<file path="config.mk">
export PLATFORM = sky130hd
export DESIGN_NAME = flit_packer
export DESIGN_NICKNAME = d
export VERILOG_FILES = /design/src/rtl/flit_pkg.sv /design/src/rtl/flit_seq_fsm.sv /design/src/rtl/flit_pkt_track.sv /design/src/rtl/flit_byte_mux.sv /design/src/rtl/flit_packer.sv
export SDC_FILE = /design/constraint.sdc
export NUM_CORES = 1
export LEC_CHECK = 0
export ABC_AREA = 1
export BUFFER_PORTS_ARGS = -buffer_cell sky130_fd_sc_hd__buf_2
export CAP_MARGIN = 20
export CORE_MARGIN = 5
export CORE_UTILIZATION = 55
export CTS_CLUSTER_SIZE = 30
export DETAILED_ROUTE_END_ITERATION = 16
export PLACE_DENSITY = 0.91
export SLEW_MARGIN = 5
export SYNTH_ARGS = -nofsm -noshare
export SYNTH_HDL_FRONTEND = slang
export SYNTH_SLANG_ARGS = --single-unit
</file>
<file path="constraint.sdc">
create_clock -name clk -period 1.7 [get_ports clk]
set_input_delay 0.34 -clock clk [delete_from_list [all_inputs] [get_ports clk]]
set_output_delay 0.34 -clock clk [all_outputs]
set_load 0.1 [all_outputs]
</file>
<file path="src/rtl/flit_pkg.sv">
package flit_pkg;
    typedef enum logic [1:0] {
        ST_SEQ  = 2'd0,
        ST_FLAG = 2'd1,
        ST_BODY = 2'd2
    } flit_state_e;
endpackage

</file>
<file path="src/rtl/flit_seq_fsm.sv">
module flit_seq_fsm
    import flit_pkg::*;
#(
    parameter int FLIT_BYTES = 256,
    parameter int HDR_BYTES  = 2,
    parameter int SEQ_W      = 8
) (
    input  logic             clk,
    input  logic             rst_n,
    output flit_state_e      state,
    output logic [SEQ_W-1:0] seq,
    output logic             take_ok
);
    localparam int PAY_BYTES = FLIT_BYTES - HDR_BYTES;
    localparam int CNT_W     = $clog2(PAY_BYTES);

    flit_state_e      state_q, state_d;
    logic [CNT_W-1:0] body_cnt;
    logic [SEQ_W-1:0] seq_q;
    logic             last_slot;

    assign last_slot = (body_cnt == CNT_W'(PAY_BYTES - 1));

    always_comb begin
        state_d = state_q;
        unique case (state_q)
            ST_SEQ:  state_d = ST_FLAG;
            ST_FLAG: state_d = ST_BODY;
            ST_BODY: if (last_slot) state_d = ST_SEQ;
            default: state_d = ST_SEQ;
        endcase
    end

    always_ff @(posedge clk) begin
        if (!rst_n) begin
            state_q  <= ST_SEQ;
            body_cnt <= '0;
            seq_q    <= '0;
        end else begin
            state_q <= state_d;
            if (state_q == ST_BODY)
                body_cnt <= last_slot ? '0 : body_cnt + 1'b1;
            if (state_q == ST_SEQ)
                seq_q <= seq_q + 1'b1;
        end
    end

    always_comb begin
        state   = state_q;
        seq     = seq_q;
        take_ok = (state_q == ST_BODY);
    end

    assert_cnt_idle_hdr_R1: assert property (@(posedge clk) disable iff (!rst_n)
        (state_q != ST_BODY) |-> (body_cnt == '0));
endmodule

</file>
<file path="src/rtl/flit_pkt_track.sv">
module flit_pkt_track (
    input  logic clk,
    input  logic rst_n,
    input  logic take,
    input  logic in_sop,
    input  logic in_eop,
    output logic pkt_open
);
    logic open_q;

    always_ff @(posedge clk) begin
        if (!rst_n)
            open_q <= 1'b0;
        else if (take) begin
            if (in_eop)      open_q <= 1'b0;
            else if (in_sop) open_q <= 1'b1;
        end
    end

    assign pkt_open = open_q;

    assert_open_stable_R6: assert property (@(posedge clk) disable iff (!rst_n)
        !take |=> $stable(open_q));
endmodule

</file>
<file path="src/rtl/flit_byte_mux.sv">
module flit_byte_mux
    import flit_pkg::*;
#(
    parameter int DATA_W = 8
) (
    input  logic              clk,
    input  logic              rst_n,
    input  flit_state_e       state,
    input  logic [DATA_W-1:0] seq,
    input  logic              pkt_open,
    input  logic              take,
    input  logic [DATA_W-1:0] in_data,
    output logic              out_valid,
    output logic [DATA_W-1:0] out_data,
    output logic              out_sof,
    output logic              out_idle
);
    logic [DATA_W-1:0] byte_d;
    logic              sof_d, idle_d;

    always_comb begin
        byte_d = '0;
        sof_d  = 1'b0;
        idle_d = 1'b0;
        unique case (state)
            ST_SEQ: begin
                byte_d = seq;
                sof_d  = 1'b1;
            end
            ST_FLAG: byte_d = {{(DATA_W-1){1'b0}}, pkt_open};
            ST_BODY: begin
                byte_d = take ? in_data : '0;
                idle_d = !take;
            end
            default: byte_d = '0;
        endcase
    end

    always_ff @(posedge clk) begin
        if (!rst_n) begin
            out_valid <= 1'b0;
            out_data  <= '0;
            out_sof   <= 1'b0;
            out_idle  <= 1'b0;
        end else begin
            out_valid <= 1'b1;
            out_data  <= byte_d;
            out_sof   <= sof_d;
            out_idle  <= idle_d;
        end
    end

    // checking state for header properties
    logic [DATA_W-1:0] last_seq;
    logic              have_seq, prev_sof;
    always_ff @(posedge clk) begin
        if (!rst_n) begin
            last_seq <= '0;
            have_seq <= 1'b0;
            prev_sof <= 1'b0;
        end else begin
            prev_sof <= out_sof;
            if (out_sof) begin
                last_seq <= out_data;
                have_seq <= 1'b1;
            end
        end
    end

    assert_seq_step_R2: assert property (@(posedge clk) disable iff (!rst_n)
        (out_sof && have_seq) |-> (out_data == last_seq + 1'b1));
    assert_first_seq_R2: assert property (@(posedge clk) disable iff (!rst_n)
        (out_sof && !have_seq) |-> (out_data == '0));
    assert_flag_resv_R3: assert property (@(posedge clk) disable iff (!rst_n)
        prev_sof |-> (out_data[DATA_W-1:1] == '0 && !out_idle));
    assert_idle_zero_R7: assert property (@(posedge clk) disable iff (!rst_n)
        out_idle |-> (out_data == '0 && !out_sof));
endmodule

</file>
<file path="src/rtl/flit_packer.sv">
module flit_packer
    import flit_pkg::*;
#(
    parameter int FLIT_BYTES = 256,
    parameter int HDR_BYTES  = 2,
    parameter int DATA_W     = 8
) (
    input  logic              clk,
    input  logic              rst_n,
    input  logic              in_valid,
    output logic              in_ready,
    input  logic [DATA_W-1:0] in_data,
    input  logic              in_sop,
    input  logic              in_eop,
    output logic              out_valid,
    output logic [DATA_W-1:0] out_data,
    output logic              out_sof,
    output logic              out_idle
);
    localparam int GAP_W = $clog2(FLIT_BYTES) + 1;

    flit_state_e       state;
    logic [DATA_W-1:0] seq;
    logic              take_ok, take, pkt_open;

    flit_seq_fsm #(
        .FLIT_BYTES(FLIT_BYTES),
        .HDR_BYTES (HDR_BYTES),
        .SEQ_W     (DATA_W)
    ) u_fsm (
        .clk    (clk),
        .rst_n  (rst_n),
        .state  (state),
        .seq    (seq),
        .take_ok(take_ok)
    );

    assign in_ready = take_ok;
    assign take     = in_valid && take_ok;

    flit_pkt_track u_track (
        .clk     (clk),
        .rst_n   (rst_n),
        .take    (take),
        .in_sop  (in_sop),
        .in_eop  (in_eop),
        .pkt_open(pkt_open)
    );

    flit_byte_mux #(.DATA_W(DATA_W)) u_mux (
        .clk      (clk),
        .rst_n    (rst_n),
        .state    (state),
        .seq      (seq),
        .pkt_open (pkt_open),
        .take     (take),
        .in_data  (in_data),
        .out_valid(out_valid),
        .out_data (out_data),
        .out_sof  (out_sof),
        .out_idle (out_idle)
    );

    // flit period checker
    logic [GAP_W-1:0] gap_cnt;
    logic             seen_sof;
    always_ff @(posedge clk) begin
        if (!rst_n) begin
            gap_cnt  <= '0;
            seen_sof <= 1'b0;
        end else if (out_sof) begin
            gap_cnt  <= '0;
            seen_sof <= 1'b1;
        end else begin
            gap_cnt <= gap_cnt + 1'b1;
        end
    end

    assert_sof_period_R1: assert property (@(posedge clk) disable iff (!rst_n)
        (out_sof && seen_sof) |-> (gap_cnt == GAP_W'(FLIT_BYTES - 1)));
    assert_no_gap_R1: assert property (@(posedge clk) disable iff (!rst_n)
        out_valid |=> out_valid);
    assert_ready_payload_R4: assert property (@(posedge clk) disable iff (!rst_n)
        in_ready |=> (out_valid && !out_sof));
endmodule

</file>
# Yosys cells after proc, flatten, opt, wreduce, memory -nomap -nowiden
# Index checks and enable logic that the tools add are counted.
[op_classes]
addsub = 2
n_eq_ne = 4
muxes = 9
n_reduce_logical = 6
[op_table]
columns = ["operator", "n"]
rows = [
  ["8-bit one-hot mux with 3 select lines", 1],
  ["8-bit by 1-bit adder with 8-bit output (second input constant)", 2],
  ["8-bit 2-to-1 mux", 2],
  ["8-bit equality test (second input constant)", 1],
  ["2-bit one-hot mux with 3 select lines", 1],
  ["1-bit 2-to-1 mux", 4],
  ["2-bit AND reduction", 2],
  ["2-bit by 1-bit equality test with 1-bit output (second input constant)", 1],
  ["2-bit equality test (second input constant)", 1],
  ["2-bit logical NOT", 1],
  ["2-bit 2-to-1 mux", 1],
  ["2-bit by 1-bit != test with 1-bit output (second input constant)", 1],
  ["2-bit nonzero test", 1],
  ["1-bit logical AND", 1],
  ["1-bit logical NOT", 1],
]
[word_totals]
reg_bits = 30
output_inout_bits = 12
wordCells = 29

# Depth between registers and ports, before layout
[logic_depth]
depth_word = 4
depth_mapped = 8

# Modules after synthesis
# A second synthesis with hierarchy kept.
[hier_totals]
hier_cells = 179
hier_area_um2 = 1401.3
[by_module_without_submodules]
columns = ["module", "n_inst", "cells_each", "area_per_inst_um2", "seq_area_each_um2"]
rows = [
  ["flit_seq_fsm", 1, 124, 929.6, 360.3],
  ["flit_byte_mux", 1, 48, 427.9, 220.2],
  ["flit_pkt_track", 1, 5, 36.3, 20.0],
  ["flit_packer", 1, 2, 7.5, 0.0],
]

# Worst setup path before layout
# No wires, ideal clock.
[synth_path]
path_type = "register to output"
from = "register u_mux.out_data[0]"
to = "output out_data[0]"
arrival_time_ps = 909
t_required_ps = 1360
setup_slack_ps = 451
stages_incl_launch_ff = 1
n_path_buf = 0
cell_sequence = "dfxtp_1"
[synth_lines]
columns = ["item", "line_no", "text"]
rows = [
  ["start, declared", "flit_byte_mux.sv:14", "output logic [DATA_W-1:0] out_data,"],
  ["start signal, assigned", "flit_byte_mux.sv:47", "out_data <= byte_d;"],
  ["end, declared", "flit_packer.sv:16", "output logic [DATA_W-1:0] out_data,"],
]
# No word-level cell between the ends.

# Final worst setup path
[layout_path]
from = "register u_fsm.state_q[1] (netlist: u_fsm.state[1])"
to = "output in_ready"
[layout_via]
elab_chain_cells = 1
[layout_lines]
columns = ["item", "line_no", "text"]
rows = [
  ["start, declared", "flit_seq_fsm.sv:17", "flit_state_e state_q, state_d;"],
  ["start signal, assigned", "flit_seq_fsm.sv:40", "state_q <= state_d;"],
  ["2-bit equality test", "flit_seq_fsm.sv:51", "take_ok = (state_q == ST_BODY);"],
  ["end, declared", "flit_packer.sv:11", "output logic in_ready,"],
]
# No other way between the ends.

==> impl_metrics.tcl <==
set metrics [dict create \
    status "completed" \
    syn_area_per_cell_sq_um 7.59 \
    layout-drive-gt1-share 0.212 \
    fmax_ghz 0.619 \
    tns_ns 0 \
    required_ns 1.36 \
    p_leak_nw 0.644 \
    drv_cap 0 \
    routed_wl_microns 2600 \
    path_buf_inv 2 \
    drt-pass1-iter-count 4 \
    areaGrowthSynthToFinish_pct 16.3 \
    peakVddDrop_mv 0.715 \
    place_inst 218 \
    drc 0 \
    timing.final.crit_share 0.950 \
    synth_top_family_by_area "simple AND/OR/NAND/NOR gates" \
    cts_resized 0 \
    viasPerCell 5.10 \
    cts.root.buffer_cell "clkbuf_4" \
    synth-simple-area-share 0.301 \
    setup_viol 0 \
    nFillCells 185 \
    final_nets 213 \
    hold_viol 0 \
    setup_slack_ns 0.0846 \
    fp.dieW_microns 58.6 \
    grt_pass1_wl_microns 4490 \
    post_cts_buffers 0 \
    ys.warnings.count 0 \
    grt_pass1_vias 1136 \
    path_max_fanout 12 \
    die_area_sq_um 3430 \
    synth-seq-cells 30 \
    core_sq_um 2230 \
    place.gp.congestion 0.806 \
    io_pins 25 \
    netlist_instances 171 \
    synth_mux_area_frac 0 \
    antenna_left 0 \
    clk_path_buf_depth 2 \
    cp.arrival_ns 1.28 \
    stdcell_count 226 \
    hold_path_class "in -> reg" \
    antenna_cells 0 \
    cts_sinks 30 \
    numPortBuffers 24 \
    grt_start_max_net_pins 16 \
    synth_compound_area_frac 0.104 \
    insertion_delay_ns 0.32 \
    synth_area_sq_um 1300 \
    yosys.area_share.adder 0.0289 \
    crit_type "reg -> out" \
    initial_core_util 0.581 \
    post_drt_wl_per_cell_microns 11.5 \
    cpMaxStageDelayCell "dfxtp_1" \
    path_delay_family "flip-flops" \
    first_iter_violations 32 \
    grt_util_all_layers 0.173 \
    min_period_ns 1.62 \
    antenna_found_initial 0 \
    synth-seq-area-share 0.463 \
    slew_violations 0 \
    cts_buffers 5 \
    final_util 0.676 \
    maxSlewHeadroom 0.676 \
    cts_tree "done" \
    cts_hold_buf 0 \
    worst_slew_pin_slew_ns 0.490 \
    worstPathCellList "inv_2 > nor2_4 > buf_12" \
    hpwl_microns 1920 \
    rows 17 \
    fin_skew_ns 0.00512 \
    dr_total_vias 1152 \
    synth_xor_area_frac 0.0135 \
    synth_cell_type_count 25 \
    crit_path_start_kind "flip-flop" \
    total_power_mw 1.54 \
    cts_max_level 2 \
    rsz0062_at_grt "false" \
    powerDensity_nw_per_um2 1020 \
    slowest_delay_ns 0.40 \
    dpl_worst_slack_ns 0.399 \
    syn_nets 187 \
    die-height_microns 58.6 \
    grt_overflow 0 \
    crit_path_end_kind "output pin" \
    path_clk_slew_ns 0.08 \
]
==> metrics by stage <==
| stage | hold WS [ns] | cell area (sq um) |
|---|---|---|
| 2_1_floorplan | 0.368 | 1300 |
| 3_3_place_gp | 0.449 | 1430 |
| 3_5_place_dp | 0.459 | 1430 |
| 4_1_cts | 0.235 | 1510 |
| 5_1_grt | 0.244 | 1510 |
| 6_report | 0.250 | 1510 |
==> state kept, by name, indices dropped and copies added (netlist names) <==
name,cells
u_track.pkt_open,1
u_mux.out_data,8
u_mux.out_valid,1
u_mux.out_sof,1
u_fsm.body_cnt,8
u_mux.out_idle,1
u_fsm.seq,8
u_fsm.state,2
==> where the power goes <==
group	internal (mW)	total, mW	switching [mW]	leakage [nW]
logic	0.0636	0.263	0.199	0.356
registers	0.735	0.763	0.0282	0.244
clock network	0.282	0.511	0.228	0.0446
total	1.08	1.54	0.455	0.644
==> synthesized netlist by cell type <==
| cell | instances | area, sq um |
|---|---|---|
| xnor2_1 | 1 | 8.76 |
| nor3_1 | 2 | 10.0 |
| dfxtp_1 | 30 | 601 |
| o21ai_2 | 1 | 8.76 |
| nand3b_1 | 1 | 7.51 |
| xor2_1 | 1 | 8.76 |
| a21oi_1 | 15 | 75.1 |
| nor2_1 | 18 | 67.6 |
| nand2_1 | 38 | 143 |
| nand3_1 | 17 | 85.1 |
| ha_1 | 3 | 37.5 |
| inv_2 | 2 | 7.51 |
| nand2_2 | 1 | 6.26 |
| buf_1 | 1 | 3.75 |
| o21ai_0 | 6 | 30.0 |
| buf_2 | 3 | 15.0 |
| o21bai_1 | 1 | 7.51 |
| nor2_4 | 3 | 33.8 |
| buf_6 | 1 | 11.3 |
| nor2_2 | 2 | 12.5 |
| buf_8 | 1 | 15.0 |
| inv_1 | 17 | 63.8 |
| a21o_1 | 1 | 7.51 |
| a31oi_1 | 1 | 6.26 |
| nand4_1 | 4 | 25.0 |
==> cell usage in the layout (no fill, tap or decap), drive strengths merged <==
cell type	netlist	final
a21o	1	1
a21oi	15	15
a31oi	1	1
buf	6	25
clkbuf	0	8
dfxtp	30	30
ha	3	3
inv	19	19
nand2	39	39
nand3	17	17
nand3b	1	1
nand4	4	4
nor2	23	23
nor3	2	2
o21ai	7	7
o21bai	1	1
xnor2	1	1
xor2	1	1
==> path summary, 6_finish.rpt <==
check                    from           endpoint  slack (ns)  cells after the start
max            u_fsm.state[1]           in_ready        0.08                      3
min                     rst_n    u_mux.out_valid        0.25                      1
max reg2reg    u_fsm.state[1]  u_fsm.body_cnt[4]        0.36                      5
min reg2reg  u_track.pkt_open   u_track.pkt_open        0.47                      2
==> cell families (layout without fill, tap and decap cells) <==
family                     count (synthesis)  count (layout)
DFF                                       30              30
adders and majority gates                  3               3
AOI/OAI and AO/OA                         25              25
buffers and inverters                     25              52
xor gates and xnor gates                   2               2
and+or+nand+nor                           86              86
==> metal layers <==
layer / global-route usage / vias up / share of wire
met4: 0.0939 / 0 / 0.020
met3: 0.0658 / 4 / 0.075
met1: 0.189 / 514 / 0.43
li1: - / 604 / -
met2: 0.289 / 30 / 0.48
met5: 0 / - / 0
==> layout make-up <==
| cell class | instances | area [sq um] | share of cell area |
|---|---|---|---|
| sequential | 30 | 601 | 0.398 |
| multi-input combinational | 116 | 581 | 0.385 |
| timing repair buffer | 25 | 143 | 0.0945 |
| clock buffer | 8 | 78.8 | 0.0522 |
| inverter | 19 | 71.3 | 0.0473 |
| tap | 28 | 35.0 | 0.0232 |
Note: power is estimated with default switching activity, not from simulation.
